==> src/rtl/lpi_reg_pkg.sv <==
package lpi_reg_pkg;

    localparam int REG_W = 16;

    // Status word bit positions
    localparam int POS_RSV_HI  = 15;
    localparam int POS_HW_EEE  = 14;
    localparam int POS_TX_SEEN = 13;
    localparam int POS_TX_LIVE = 12;
    localparam int POS_RX_SEEN = 11;
    localparam int POS_RX_LIVE = 10;
    localparam int POS_RSV_LO  = 8;
    localparam int POS_NP_ABLE = 6;
    localparam int POS_NP_LOC  = 5;

    typedef struct packed {
        logic       hi;
        logic [1:0] lo;
    } csr_rw_t;

    typedef struct packed {
        logic seen;
        logic live;
    } lpi_flag_t;

    localparam csr_rw_t CSR_RW_RST = '{hi: 1'b1, lo: 2'b00};

    typedef enum logic [1:0] {
        SEL_NONE = 2'd0,
        SEL_CNT  = 2'd1,
        SEL_CSR  = 2'd2
    } reg_sel_e;

    function automatic logic [REG_W-1:0] pack_csr(
        input csr_rw_t   rw,
        input logic      hw_en,
        input lpi_flag_t tx,
        input lpi_flag_t rx
    );
        logic [REG_W-1:0] w;
        w = '0;
        w[POS_RSV_HI]               = rw.hi;
        w[POS_HW_EEE]               = hw_en;
        w[POS_TX_SEEN]              = tx.seen;
        w[POS_TX_LIVE]              = tx.live;
        w[POS_RX_SEEN]              = rx.seen;
        w[POS_RX_LIVE]              = rx.live;
        w[POS_RSV_LO+1:POS_RSV_LO]  = rw.lo;
        w[POS_NP_ABLE]              = 1'b1;
        w[POS_NP_LOC]               = 1'b1;
        return w;
    endfunction

endpackage

==> src/rtl/lpi_edge_counter.sv <==
module lpi_edge_counter #(
    parameter int CNT_W = 16
) (
    input  logic             clk,
    input  logic             rst,
    input  logic             enable,
    input  logic             event_in,
    input  logic             clear,
    output logic [CNT_W-1:0] count
);
    localparam logic [CNT_W-1:0] CNT_MAX = '1;

    logic ev_q;
    logic edge_hit;

    assign edge_hit = event_in & ~ev_q;

    always_ff @(posedge clk) begin
        if (rst) ev_q <= 1'b0;
        else     ev_q <= event_in;
    end

    always_ff @(posedge clk) begin
        if (rst || !enable)
            count <= '0;
        else if (clear)
            count <= CNT_W'(edge_hit);
        else if (edge_hit && count != CNT_MAX)
            count <= count + 1'b1;
    end
endmodule

==> src/rtl/lpi_sticky_bit.sv <==
module lpi_sticky_bit
    import lpi_reg_pkg::*;
(
    input  logic      clk,
    input  logic      rst,
    input  logic      enable,
    input  logic      lpi_in,
    input  logic      clr_req,
    output lpi_flag_t flag
);
    logic seen_q;

    always_ff @(posedge clk) begin
        if (rst || !enable) seen_q <= 1'b0;
        else if (lpi_in)    seen_q <= 1'b1;
        else if (clr_req)   seen_q <= 1'b0;
    end

    assign flag.seen = seen_q;
    assign flag.live = lpi_in & enable;
endmodule

==> src/rtl/lpi_status_regs.sv <==
module lpi_status_regs
    import lpi_reg_pkg::*;
#(
    parameter int               ADDR_W        = 8,
    parameter logic [ADDR_W-1:0] WAKE_ERR_ADDR = ADDR_W'('hE2),
    parameter logic [ADDR_W-1:0] LPI_CSR_ADDR  = ADDR_W'('hE4)
) (
    input  logic              clk,
    input  logic              rst,
    input  logic [ADDR_W-1:0] bus_addr,
    input  logic              bus_rd,
    input  logic              bus_wr,
    input  logic [REG_W-1:0]  bus_wdata,
    output logic [REG_W-1:0]  bus_rdata,
    input  logic              wake_done,
    input  logic              tx_lpi,
    input  logic              rx_lpi,
    input  logic              hw_eee_en,
    input  logic              fiber_mode
);
    localparam int N_DIR = 2;

    reg_sel_e         sel;
    logic             lpi_en;
    logic             rd_cnt;
    logic             wr_csr;
    logic [REG_W-1:0] err_cnt;
    logic [REG_W-1:0] csr_word;
    csr_rw_t          csr_rw;
    lpi_flag_t        flags [N_DIR];
    logic [N_DIR-1:0] lpi_vec;
    logic             tx_seen;
    logic             rx_seen;
    logic             wdata_unused;

    always_comb begin
        if (bus_addr == WAKE_ERR_ADDR)     sel = SEL_CNT;
        else if (bus_addr == LPI_CSR_ADDR) sel = SEL_CSR;
        else                               sel = SEL_NONE;
    end

    assign lpi_en  = ~fiber_mode;
    assign rd_cnt  = bus_rd & (sel == SEL_CNT);
    assign wr_csr  = bus_wr & (sel == SEL_CSR);
    assign lpi_vec = {tx_lpi, rx_lpi};

    lpi_edge_counter #(.CNT_W(REG_W)) u_wake_err (
        .clk      (clk),
        .rst      (rst),
        .enable   (lpi_en),
        .event_in (wake_done),
        .clear    (rd_cnt),
        .count    (err_cnt)
    );

    // index 0 = receive path, index 1 = transmit path
    for (genvar g = 0; g < N_DIR; g++) begin : g_dir
        localparam int SEEN_POS = (g == 0) ? POS_RX_SEEN : POS_TX_SEEN;
        lpi_sticky_bit u_sticky (
            .clk     (clk),
            .rst     (rst),
            .enable  (lpi_en),
            .lpi_in  (lpi_vec[g]),
            .clr_req (wr_csr & bus_wdata[SEEN_POS]),
            .flag    (flags[g])
        );
    end

    assign rx_seen = flags[0].seen;
    assign tx_seen = flags[1].seen;

    always_ff @(posedge clk) begin
        if (rst) begin
            csr_rw <= CSR_RW_RST;
        end else if (wr_csr) begin
            csr_rw.hi <= bus_wdata[POS_RSV_HI];
            csr_rw.lo <= bus_wdata[POS_RSV_LO+1:POS_RSV_LO];
        end
    end

    assign csr_word = pack_csr(csr_rw, hw_eee_en, flags[1], flags[0]);

    always_ff @(posedge clk) begin
        if (rst) begin
            bus_rdata <= '0;
        end else if (bus_rd) begin
            case (sel)
                SEL_CNT: bus_rdata <= err_cnt;
                SEL_CSR: bus_rdata <= csr_word;
                default: bus_rdata <= '0;
            endcase
        end
    end

    assign wdata_unused = ^{bus_wdata[POS_HW_EEE], bus_wdata[POS_TX_LIVE],
                            bus_wdata[POS_RX_LIVE], bus_wdata[7:0]};
endmodule

==> config.mk <==
export PLATFORM = sky130hd
export DESIGN_NAME = lpi_status_regs
export DESIGN_NICKNAME = d
export VERILOG_FILES = /design/src/rtl/lpi_reg_pkg.sv /design/src/rtl/lpi_edge_counter.sv /design/src/rtl/lpi_sticky_bit.sv /design/src/rtl/lpi_status_regs.sv
export SDC_FILE = /design/constraint.sdc
export NUM_CORES = 1
export LEC_CHECK = 0
export CAP_MARGIN = 20
export CELL_PAD_IN_SITES_DETAIL_PLACEMENT = 1
export CELL_PAD_IN_SITES_GLOBAL_PLACEMENT = 2
export CORE_MARGIN = 1.5
export CORE_UTILIZATION = 28
export DETAILED_ROUTE_END_ITERATION = 7
export PLACE_DENSITY_LB_ADDON = 0.1
export SKIP_CTS_REPAIR_TIMING = 1
export SLEW_MARGIN = 20
export SYNTH_ARGS = -nofsm -noshare
export SYNTH_HDL_FRONTEND = slang
export SYNTH_SLANG_ARGS = --single-unit
==> constraint.sdc <==
create_clock -name clk -period 1.8 [get_ports clk]
set_input_delay 0.36 -clock clk [delete_from_list [all_inputs] [get_ports clk]]
set_output_delay 0.36 -clock clk [all_outputs]
set_load 0.03 [all_outputs]
==> impl_metrics.xml <==
<?xml version="1.0" encoding="UTF-8"?>
<metrics>
  <group name="floorplan">
    <metric name="initial_utilization" unit="%">29.2</metric>
    <metric name="boundaryPins" unit="">49</metric>
    <metric name="floorplan.core_area" unit="mm^2">0.00596</metric>
    <metric name="die_w" unit="um">81.8</metric>
    <metric name="fp-row-count" unit="">28</metric>
    <metric name="dieArea" unit="mm^2">0.00670</metric>
    <metric name="die-height" unit="um">81.8</metric>
  </group>
  <group name="sta">
    <metric name="worst_case_clock_skew" unit="ns">0.00448</metric>
    <metric name="worst-slew-pin-transition" unit="ns">0.524</metric>
    <metric name="maxSlewHeadroom" unit="%">65.0</metric>
    <metric name="final_report_setup_violation_count" unit="">0</metric>
    <metric name="clock.fmax" unit="GHz">0.581</metric>
    <metric name="fin_ws" unit="ns">0.0789</metric>
    <metric name="timing.hold.ws" unit="ns">0.519</metric>
    <metric name="max_slew_violation_count" unit="">0</metric>
    <metric name="timing_hold_violations_final" unit="">0</metric>
    <metric name="fin_tns_setup" unit="ns">0</metric>
    <metric name="final_min_period_over_clock_period" unit="%">95.6</metric>
    <metric name="period_minus_slack" unit="ns">1.72</metric>
  </group>
  <group name="route">
    <metric name="first_pass_iters" unit="">5</metric>
    <metric name="vias_per_cell" unit="">5.34</metric>
    <metric name="drc" unit="">0</metric>
    <metric name="wirelength" unit="um">5250</metric>
    <metric name="violation_count_after_the_first_detailed_route_iteration" unit="">65</metric>
    <metric name="wl_per_cell" unit="um">16.4</metric>
    <metric name="ant_nets" unit="">0</metric>
    <metric name="detailroute.via_count" unit="">1710</metric>
  </group>
  <group name="finish">
    <metric name="multi_input_area" unit="um^2">945</metric>
    <metric name="layout_commonest_cell" unit="">sky130_fd_sc_hd__dfxtp_1</metric>
    <metric name="final_net_count" unit="">278</metric>
    <metric name="layout-drive-gt1-share" unit="%">18.0</metric>
    <metric name="layout_common_cells" unit="">38 x sky130_fd_sc_hd__dfxtp_1, 37 x sky130_fd_sc_hd__clkdlybuf4s50_1, 23 x sky130_fd_sc_hd__buf_4</metric>
    <metric name="n_fill_cell" unit="">700</metric>
    <metric name="register_area" unit="um^2">761</metric>
    <metric name="layout-area-overhead-vs-synth" unit="%">41.8</metric>
    <metric name="finalInstanceArea" unit="mm^2">0.00247</metric>
    <metric name="layout.cells.non_filler" unit="">320</metric>
    <metric name="insertedDiodeCount" unit="">0</metric>
  </group>
  <group name="global_route">
    <metric name="pin_count_of_the_biggest_net_entering_global_routing" unit="">17</metric>
    <metric name="antenna_found_initial" unit="">0</metric>
    <metric name="grt_pass1_wl" unit="um">8540</metric>
    <metric name="number_of_global_route_vias_before_repair" unit="">1780</metric>
    <metric name="grt_overflow_total" unit="">0</metric>
    <metric name="grt.total_usage" unit="%">16.9</metric>
  </group>
  <group name="placement">
    <metric name="detailedPlace.worstSlack" unit="ns">-0.270</metric>
    <metric name="gp_routability_congestion" unit="">0.786</metric>
    <metric name="hpwl_after_detailed_placement" unit="um">4090</metric>
    <metric name="post-place-cells" unit="">312</metric>
    <metric name="placed_area" unit="mm^2">0.00235</metric>
    <metric name="count_of_port_buffers_added_during_placement" unit="">37</metric>
  </group>
  <group name="clocking">
    <metric name="cts_buffer_depth" unit="">2</metric>
    <metric name="tritoncts_clock_tree" unit="">built</metric>
    <metric name="numCtsBuffers" unit="">5</metric>
    <metric name="cts_root_buffer_type" unit="">sky130_fd_sc_hd__clkbuf_8</metric>
    <metric name="clock-sinks" unit="">38</metric>
    <metric name="worst_skew_pair.late_latency" unit="ns">0.29</metric>
    <metric name="path_clk_slew" unit="ns">0.07</metric>
    <metric name="cts-htree-levels" unit="">2</metric>
  </group>
  <group name="logic_synthesis">
    <metric name="fraction_of_the_yosys_area_taken_by_sequential_cells" unit="%">43.7</metric>
    <metric name="postSynthRegisterBits" unit="">38</metric>
    <metric name="ys_types" unit="">45</metric>
    <metric name="ys.flop_type" unit="">sky130_fd_sc_hd__dfxtp_1</metric>
    <metric name="synth-edff-count" unit="">0</metric>
    <metric name="yosys_warnings" unit="">0</metric>
    <metric name="synth_area_leaders" unit="">sky130_fd_sc_hd__dfxtp_1 44%, sky130_fd_sc_hd__mux2i_1 4.0%, sky130_fd_sc_hd__nor2_1 3.9%, sky130_fd_sc_hd__a222oi_1 3.5%, sky130_fd_sc_hd__a22oi_1 3.5%</metric>
    <metric name="synthDominantAreaCellType" unit="">sky130_fd_sc_hd__dfxtp_1</metric>
    <metric name="syn_area" unit="mm^2">0.00174</metric>
    <metric name="top_area_cell_type_share_of_the_netlist_area" unit="%">43.7</metric>
    <metric name="synth_nets" unit="">220</metric>
    <metric name="postSynthAreaPerCell" unit="um^2">9.36</metric>
    <metric name="netlist_instances" unit="">186</metric>
    <metric name="post_synthesis_async_set_or_reset_flop_share" unit="%">0</metric>
  </group>
  <group name="pwr">
    <metric name="cellLeakagePower" unit="nW">0.877</metric>
    <metric name="power_density" unit="mW/mm^2">641</metric>
    <metric name="vdd_ir_drop_max" unit="uV">296</metric>
  </group>
  <group name="min_path">
    <metric name="hold_critical_path_endpoint" unit="">csr_rw[1]</metric>
    <metric name="worst_hold_path.num_cells" unit="">2</metric>
    <metric name="hold_path_start" unit="">csr_rw[1]</metric>
    <metric name="worstHoldPathType" unit="">reg -&gt; reg</metric>
  </group>
  <group name="setup_path">
    <metric name="critical_path_arrival" unit="ns">1.90</metric>
    <metric name="r2r_cells" unit="">5</metric>
    <metric name="reg2reg_from" unit="">u_wake_err.count[2]</metric>
    <metric name="criticalPathCategory" unit="">in -&gt; reg</metric>
    <metric name="worst-path-max-fanout" unit="">9</metric>
    <metric name="critical_path_endpoint_category" unit="">register</metric>
    <metric name="worst-endpoint-required" unit="ns">1.98</metric>
    <metric name="worstSetupStartpointType" unit="">input pin</metric>
    <metric name="worst-r2r-setup-slack" unit="ns">0.08</metric>
    <metric name="regToRegEndpoint" unit="">u_wake_err.count[7]</metric>
  </group>
  <group name="flow_run">
    <metric name="max_cap_violations" unit="">0</metric>
  </group>
  <group name="run_status">
    <metric name="result_of_the_run" unit="">finished, final reports clean</metric>
  </group>
</metrics>
[critical path, stage by stage]
cell and delay, ns:
sky130_fd_sc_hd__clkdlybuf4s50_1 0.46, sky130_fd_sc_hd__and4b_1 0.22, sky130_fd_sc_hd__buf_4 0.14, sky130_fd_sc_hd__and3_1 0.28, sky130_fd_sc_hd__a222oi_1 0.37, sky130_fd_sc_hd__nor2_1 0.07
[Yosys cell counts (3+ instances only)]
cell / count
sky130_fd_sc_hd__dfxtp_1: 38
sky130_fd_sc_hd__nor2_1: 18
sky130_fd_sc_hd__a21oi_1: 11
sky130_fd_sc_hd__a22oi_1: 8
sky130_fd_sc_hd__nand2_1: 8
sky130_fd_sc_hd__mux2i_1: 7
sky130_fd_sc_hd__nand3_1: 7
sky130_fd_sc_hd__a222oi_1: 6
sky130_fd_sc_hd__clkbuf_1: 6
sky130_fd_sc_hd__nand2b_1: 6
sky130_fd_sc_hd__nand4_1: 6
sky130_fd_sc_hd__o21ai_0: 5
sky130_fd_sc_hd__o31ai_1: 5
sky130_fd_sc_hd__inv_1: 4
sky130_fd_sc_hd__or4_1: 4
sky130_fd_sc_hd__and3_1: 3
sky130_fd_sc_hd__and4b_1: 3
sky130_fd_sc_hd__buf_2: 3
sky130_fd_sc_hd__nor2b_1: 3
sky130_fd_sc_hd__o21a_1: 3
[power breakdown]
| group | total (mW) | switching [mW] | internal [mW] |
|---|---|---|---|
| clock | 0.612 | 0.302 | 0.309 |
| combinational | 0.122 | 0.0523 | 0.0697 |
| sequential | 0.848 | 0.00332 | 0.845 |
| total | 1.58 | 0.358 | 1.22 |
[stage by stage]
step                      util (%)  total power [mW]
after floorplan                  -             0.905
after global placement        39.5             0.984
after detailed placement      39.5             0.989
after CTS                     41.0              1.61
after global routing          41.4              1.66
final                         41.4              1.58
[final cells by class]
| type | count | share of cell area (%) |
|---|---|---|
| Clock inverter | 1 | 0.203 |
| Timing Repair Buffer | 61 | 22.8 |
| Multi-Input combinational cell | 134 | 38.3 |
| Inverter | 4 | 0.608 |
| Clock buffer | 7 | 3.50 |
| Tap cell | 75 | 3.80 |
| Sequential cell | 38 | 30.8 |
[per-layer routing]
metal | global-route usage, % | wire [um] | vias up
met2 | 29.8 | 2610 | 28
met5 | 0 | 0 | -
met1 | 20.1 | 2380 | 840
li1 | - | - | 836
met3 | 3.44 | 200 | 6
met4 | 5.76 | 63 | 0
[how the worst max path moves through the flow]
stage                                    from                   end  cells after the start
after floorplan           u_wake_err.count[0]  u_wake_err.count[10]                      5
after global placement            bus_addr[0]         bus_rdata[12]                      6
after detailed placement          bus_addr[0]         bus_rdata[10]                      6
after CTS                         bus_addr[4]   u_wake_err.count[7]                      6
after global routing      u_wake_err.count[2]   u_wake_err.count[7]                      5
final                             bus_addr[4]         bus_rdata[15]                      6
[cell families after synthesis]
| family | synth area share, % |
|---|---|
| AND/OR/NAND/NOR | 27.2 |
| AO/OA/AOI/OAI | 20.8 |
| flip-flops | 43.7 |
| buffers and inverters | 3.45 |
| multiplexers | 4.03 |
| adder cells (fa/ha/maj) | 0.719 |
[registers in the layout, summed over array words and instances (netlist names)]
signal	flops
u_wake_err.ev_q	1
g_dir.u_sticky.seen_q	2
csr_rw	3
u_wake_err.count	16
bus_rdata	16
Note: power is estimated with default switching activity, not from simulation.
